==> src/rtl/otp_prog_seq.sv <==
module otp_prog_seq #(
  parameter int CLK_HZ     = 50_000_000,
  parameter int AW         = 14,
  parameter int DW         = 8,
  parameter int MAX_PULSES = 25,
  parameter int OVER_MULT  = 3,
  parameter int RD_TICKS   = 2
) (
  input  logic          clk,
  input  logic          rst_n,
  input  logic          start,
  input  logic [AW-1:0] first_addr,
  input  logic [AW-1:0] last_addr,
  output logic          done,
  output logic          error,
  output logic [AW-1:0] err_addr,
  output logic [AW-1:0] src_addr,
  input  logic [DW-1:0] src_data,
  output logic [AW-1:0] mem_addr,
  output logic [DW-1:0] mem_wdata,
  input  logic [DW-1:0] mem_rdata,
  output logic          mem_ce_n,
  output logic          mem_oe_n,
  output logic          vpp_high
);

  localparam int MS_TICKS = CLK_HZ / 1000;
  localparam int TW = $clog2(OVER_MULT * MAX_PULSES * MS_TICKS + 1);
  localparam int PW = $clog2(MAX_PULSES + 1);

  typedef enum logic [2:0] {S_IDLE, S_SETUP, S_PULSE, S_RDSET, S_READ} st_t;

  st_t           st;
  logic [AW-1:0] addr;
  logic [PW-1:0] pc;
  logic          ovr, fin;
  logic [TW-1:0] tmr;

  logic          match, at_last;
  logic [TW-1:0] over_len;

  assign match    = (mem_rdata == src_data);
  assign at_last  = (addr == last_addr);
  assign over_len = TW'(pc) * TW'(OVER_MULT * MS_TICKS);

  assign src_addr  = addr;
  assign mem_addr  = addr;
  assign mem_wdata = src_data;

  always_ff @(posedge clk or negedge rst_n) begin
    if (!rst_n) begin
      st       <= S_IDLE;
      addr     <= '0;
      pc       <= '0;
      ovr      <= 1'b0;
      fin      <= 1'b0;
      tmr      <= '0;
      mem_ce_n <= 1'b1;
      mem_oe_n <= 1'b1;
      vpp_high <= 1'b0;
      done     <= 1'b0;
      error    <= 1'b0;
      err_addr <= '0;
    end else begin
      case (st)
        S_IDLE: if (start) begin
          addr     <= first_addr;
          pc       <= '0;
          ovr      <= 1'b0;
          fin      <= 1'b0;
          vpp_high <= 1'b1;
          done     <= 1'b0;
          error    <= 1'b0;
          err_addr <= '0;
          st       <= S_SETUP;
        end
        S_SETUP: begin
          mem_ce_n <= 1'b0;
          if (ovr) tmr <= over_len - TW'(1);
          else begin
            tmr <= TW'(MS_TICKS - 1);
            pc  <= pc + PW'(1);
          end
          st <= S_PULSE;
        end
        S_PULSE: begin
          if (tmr == '0) begin
            mem_ce_n <= 1'b1;
            st       <= S_RDSET;
          end else tmr <= tmr - TW'(1);
        end
        S_RDSET: begin
          mem_oe_n <= 1'b0;
          tmr      <= TW'(RD_TICKS - 1);
          st       <= S_READ;
        end
        S_READ: begin
          if (tmr != '0) tmr <= tmr - TW'(1);
          else begin
            mem_oe_n <= 1'b1;
            if ((fin || ovr) && !match || !fin && !ovr && !match && pc == PW'(MAX_PULSES)) begin
              error    <= 1'b1;
              err_addr <= addr;
              done     <= 1'b1;
              vpp_high <= 1'b0;
              st       <= S_IDLE;
            end else if (fin) begin
              if (at_last) begin
                done <= 1'b1;
                st   <= S_IDLE;
              end else begin
                addr <= addr + AW'(1);
                st   <= S_RDSET;
              end
            end else if (!ovr) begin
              if (match) ovr <= 1'b1;
              st <= S_SETUP;
            end else if (at_last) begin
              fin      <= 1'b1;
              vpp_high <= 1'b0;
              addr     <= first_addr;
              st       <= S_RDSET;
            end else begin
              addr <= addr + AW'(1);
              pc   <= '0;
              ovr  <= 1'b0;
              st   <= S_SETUP;
            end
          end
        end
        default: st <= S_IDLE;
      endcase
    end
  end

  AST_STROBE_EXCL: assert property (@(posedge clk) disable iff (!rst_n)
    !(!mem_ce_n && !mem_oe_n));
  AST_PULSE_STABLE: assert property (@(posedge clk) disable iff (!rst_n)
    (!mem_ce_n && !$rose(!mem_ce_n)) |-> ($stable(mem_addr) && $stable(mem_wdata)));
  AST_PULSE_VPP: assert property (@(posedge clk) disable iff (!rst_n)
    !mem_ce_n |-> vpp_high);
  AST_PULSE_LIMIT: assert property (@(posedge clk) disable iff (!rst_n)
    pc <= PW'(MAX_PULSES));
  AST_READ_AFTER_PULSE: assert property (@(posedge clk) disable iff (!rst_n)
    $rose(mem_ce_n) |=> !mem_oe_n);
  AST_DONE_QUIET: assert property (@(posedge clk) disable iff (!rst_n)
    done |-> (mem_ce_n && mem_oe_n && !vpp_high));

endmodule

==> config.mk <==
export PLATFORM = sky130hd
export DESIGN_NAME = otp_prog_seq
export DESIGN_NICKNAME = d
export VERILOG_FILES = /design/src/rtl/otp_prog_seq.sv
export SDC_FILE = /design/constraint.sdc
export NUM_CORES = 1
export LEC_CHECK = 0
export CORE_ASPECT_RATIO = 1.2
export CORE_MARGIN = 4
export CORE_UTILIZATION = 36
export DETAILED_ROUTE_END_ITERATION = 6
export HOLD_SLACK_MARGIN = 0.15
export PLACE_DENSITY_LB_ADDON = 0.12
export REMOVE_ABC_BUFFERS = 1
export SYNTH_ARGS = -nofsm -noshare
export SYNTH_HDL_FRONTEND = slang
export SYNTH_SLANG_ARGS = --single-unit
==> constraint.sdc <==
create_clock -name clk -period 4.5 [get_ports clk]
set_clock_uncertainty 0.1 [all_clocks]
set_input_delay 0.45 -clock clk [delete_from_list [all_inputs] [get_ports clk]]
set_output_delay 0.45 -clock clk [all_outputs]
set_load 0.1 [all_outputs]
* Word level (Yosys, flattened, before mapping)
Cells that the tools add are included.
** Operators by class
- Multiplexer cells :: 65
- Equality and inequality tests :: 24
- Reductions and logical operators :: 28
- Add/sub/neg operators :: 4
- Multiply operators :: 1
** Operators with widths (number)
- 14-bit 2-to-1 mux :: 10
- 22-bit case mux with 4 select lines :: 1
- 22-bit 2-to-1 mux :: 3
- 14-bit case mux with 2 select lines :: 2
- 22-bit by 1-bit subtractor with 22-bit output (second input constant) :: 2
- 5-bit 2-to-1 mux :: 7
- 1-bit 2-to-1 mux :: 25
- 22-bit zero test :: 1
- 2-bit != test (second input constant) :: 11
- 22-bit nonzero test :: 1
- 5-bit by 14-bit multiplier with 18-bit output (second input constant) :: 1
- 3-bit != test (second input constant) :: 6
- 3-bit 2-to-1 mux :: 5
- 3-bit case mux with 5 select lines :: 1
- 5-bit case mux with 3 select lines :: 1
- 14-bit by 1-bit adder with 14-bit output (second input constant) :: 1
- 14-bit equality test :: 1
- 1-bit case mux with 2 select lines :: 7
- 6-bit AND reduction :: 2
- 5-bit AND reduction :: 2
- 8-bit equality test :: 1
- 4-bit AND reduction :: 2
- 8-bit AND reduction :: 1
- 3-bit by 2-bit equality test with 1-bit output (second input constant) :: 2
- 14 further kinds :: 26
** Word-level totals
- Bits in registers :: 65
- Input port bits :: 47
- Output and inout port bits :: 55

* Logic depth before layout (Yosys ltp)
- Depth after elaboration :: 8
- Gate-level depth with buffers :: 17
- Mapped depth without buffers :: 16

* Worst setup path before layout
OpenSTA, ideal clock, no wires.
- Path kind :: register -> register
- From :: reg pc[3]
- To :: reg tmr[21]
- Setup time :: 0.101 ns
- Period minus slack after synthesis :: 4.663 ns
- Path slack :: -0.163 ns
- Cell stages (with the launch flop) :: 15
- Required time :: 4.299 ns
- Arrival :: 4.462 ns
- Cell sequence :: dfrtp_1 fa_1 inv_1 fa_1 fa_1 inv_1 ha_1 a211oi_4 mux2_2 a211o_1 a211oi_2 and4_1 nand4_1 xnor2_1 o32ai_1
** On the way
- Word-level cells in the longest chain between the ends :: 4
** Ends and longest elaborated chain
- start, declared :: RTL line 35 : logic [PW-1:0] pc;
- start signal, assigned :: RTL line 82 : pc <= pc + PW'(1);
- 5-bit by 14-bit multiplier with 18-bit output :: RTL line 44 : assign over_len = TW'(pc) * TW'(OVER_MULT * MS_TICKS);
- 22-bit by 1-bit subtractor with 22-bit output :: RTL line 79 : if (ovr) tmr <= over_len - TW'(1);
- 22-bit 2-to-1 mux :: RTL line 79
- 22-bit case mux with 4 select lines :: RTL line 65 : case (st)
- end signal, assigned :: RTL line 79
- end signal, assigned :: RTL line 81 : tmr <= TW'(MS_TICKS - 1);
- end signal, assigned :: RTL line 90 : end else tmr <= tmr - TW'(1);
- end, declared :: RTL line 37 : logic [TW-1:0] tmr;
No other way between the ends.
A chain may end at the register's enable or synchronous reset.

* Worst setup path after layout
- From :: reg pc[4]
- To :: reg tmr[20]
Same word-level chain as after synthesis.

==> reports/metrics.yaml <==
outcome: "complete, no violations"
hold_path.class: "flop to flop"
port_buffers: 101
worst_hold_path.num_cells: 2
core_um2: 15500
worst_pin_slew_ns: 1.00
rrSetupSlack_ns: 0.08
max_clock_freq_ghz: 0.226
cts_sinks: 65
finish.net_count: 879
htreeDepth: 3
hold_viol: 0
hpwl_mm: 12.8
drt_wl_total_mm: 16.6
dp.cells: 975
arrival_ns: 4.53
ir_drop_v: 0.000183
leakage_nw: 3.01
ant_nets: 0
cts.path.max_buffers: 2
cts.reportedPaths.clkPinSlew_ns: 0.06
final_cells: 1002
io-pin-count: 102
grt_usage: 0.186
synth_cell_types: 83
reg2reg_to: "tmr[20]"
hold_start: "error"
dieWidth_um: 123
synth_seq_cells: 65
cts_tree: "yes"
endpoint_kind: "flop"
die_area_um2: 17800
rsz0062_at_grt: "yes"
final_layout_size_suffix_gt1_frac: 0.115
swShare: 0.245
grt_pass1_wl_mm: 27.1
grt_pass1_vias: 5408
netSwitchingPower_mw: 0.373
relSlewSlack: 0.330
place.gp.congestion: 0.855
syn_area_um2: 5670
pwr_density_cell_nw_per_um2: 209
antenna_cells: 0
post_synth.cell_area_avg_um2: 8.17
synth-async-reset-ratio: 1.00
setup_viol: 0
crit_start: "pc[4]"
path_cells: "fa_1, inv_2, fa_1, fa_1, inv_2, ha_4, a211oi_4, mux2_4, a211o_1, buf_4, a211oi_4, and4_4, nand4_1, xnor2_1, o21ai_1"
initial_utilization: 0.365
crit_fanout: 4
grt_max_degree: 39
ys_warn_count: 0
start_kind: "flop"
wl_per_cell_um: 16.6
drc: 0
drv_cap: 0
min_period_ns: 4.42
clock_power_share: 0.502
clock_latency_ns: 0.34
grt_antenna_before_repair: 0
syn_inst: 694
period_share: 0.983
max_stage_delay_ns: 0.58
utilization: 0.468
p_seq_frac: 0.386
yosys_most_used_dff: "dfrtp_1"
grt-ovfl-total: 0
drt_iter0_markers: 294
synth-edff-count: 0
finalPower_mw: 1.52
r2r-start: "pc[4]"
cts_root_buffer: "clkbuf_16"
reg2reg_depth: 15
p_int_mw: 1.15
min_delay_worst_endpoint: "error"
drtPass1Iterations: 5
cp_common_cell: "fa_1"
routed_via_density: 5.46
path_class: "flop to flop"
num_vias: 5466
rows: 50
cp_slowest_cell: "fa_1"
area_growth_pct: 28.0
finalMaxSlewViolations: 0
die_h_um: 145
worstPathRequired_ns: 4.61
whs_ns: 0.380
cts_buffers: 9
combPwrFrac: 0.112
synth-seq-area-share: 0.287
## synthesized netlist by cell type (all sizes together), types with 12 or more instances
library cell,count,area (um^2)
o21ai,67,339
inv,28,105
nor4,12,90.1
nor2,54,205
xor2,22,193
xnor2,21,184
clkbuf,17,63.8
nand2,96,363
dfrtp,63,1580
nor3,16,95.1
a21oi,56,299
ha,35,438
nand3,36,193
buf,34,246
a31oi,12,87.6
## power by group through the flow
| stage | Combinational, mW | Clock (mW) | Sequential, mW |
|---|---|---|---|
| floorplan | 0.0527 | 0 | 0.597 |
| global placement | 0.164 | 0 | 0.597 |
| detailed placement | 0.166 | 0 | 0.597 |
| CTS | 0.169 | 0.779 | 0.587 |
| global route | 0.184 | 0.807 | 0.586 |
| finish | 0.170 | 0.763 | 0.587 |
## through the flow
stage | setup TNS (ns) | instance area [um^2] | setup WS [ns]
2_1_floorplan | -0.396 | 5360 | -0.163
3_3_place_gp | 0 | 6800 | 0.0361
3_5_place_dp | -0.126 | 6800 | -0.0556
4_1_cts | 0 | 7150 | 0.0364
5_1_grt | -0.662 | 7260 | -0.176
6_report | 0 | 7260 | 0.0760
## cell families after synthesis
family                   after synthesis  synth area share
XOR/XNOR                              43            0.0664
flip-flops                            65             0.287
multiplexers                           7            0.0126
AO/OA/AOI/OAI                        196             0.227
buffers and inverters                 80            0.0739
AND/OR/NAND/NOR                      260             0.227
adder cells (fa/ha/maj)               43             0.105
## critical path: cells and delay by family, from the launching register on
family	cells	cell delay, ns
adder cells (fa/ha/maj)	4	1.77
XOR/XNOR	1	0.18
multiplexers	1	0.32
buffers and inverters	3	0.26
AO/OA/AOI/OAI	4	0.87
AND/OR/NAND/NOR	2	0.41
flip-flops	1	0.39
## layer usage
layer | up-vias | wire length, um | GRT usage | part of all wire
met4 | 0 | 363 | 0.0611 | 0.022
met5 | - | 0 | 0 | 0
met2 | 151 | 8060 | 0.308 | 0.49
met3 | 24 | 833 | 0.0362 | 0.050
li1 | 2650 | - | - | -
met1 | 2641 | 7340 | 0.241 | 0.44
## sequential cells by signal, summed over array words and instances, names as in the netlist
| register | cells |
|---|---|
| tmr | 22 |
| err_addr | 14 |
| mem_addr | 14 |
| pc | 5 |
| st | 3 |
| done | 1 |
| error | 1 |
| fin | 1 |
| mem_ce_n | 1 |
| mem_oe_n | 1 |
| ovr | 1 |
| vpp_high | 1 |
## worst max-delay path by stage
stage	endpoint	slack, ns	cells after the start
2_1_floorplan	tmr[21]	-0.16	14
3_3_place_gp	tmr[15]	0.04	15
3_5_place_dp	tmr[20]	-0.06	14
4_1_cts	tmr[15]	0.04	15
5_1_grt	tmr[21]	-0.18	16
6_report	tmr[20]	0.08	15
## final cells by class
type | instances | area (um^2)
clock inverter | 7 | 95.1
fill | 1534 | 8260
tap | 208 | 260
sequential | 65 | 1630
clock buffer | 9 | 225
inverter | 29 | 109
multi-input combinational | 549 | 3670
timing repair buffer | 135 | 1270
## placed cells by master (no fill, tap or decap), drive strengths merged, types with 6 or more instances in the layout
cell	instances
ha	35
clkbuf	9
nor4	12
inv	28
fa	8
o22ai	8
mux2i	6
a211oi	6
a31oi	12
o21ai	67
xnor2	21
buf	34
xor2	22
nor3	16
nand2	96
a21oi	56
nor2	54
nor2b	6
clkdlybuf4s50	100
nand2b	6
nand3	36
dfrtp	63
## what timing repair did
action                                 CTS  global route
endpoints found under the hold margin   26             0
gates resized for setup                  3            13
buffers inserted                         1             9
hold buffers                             1             0
pin swaps                                6            20
setup endpoints to repair                7             9
Power figures use the tool's default switching activity.
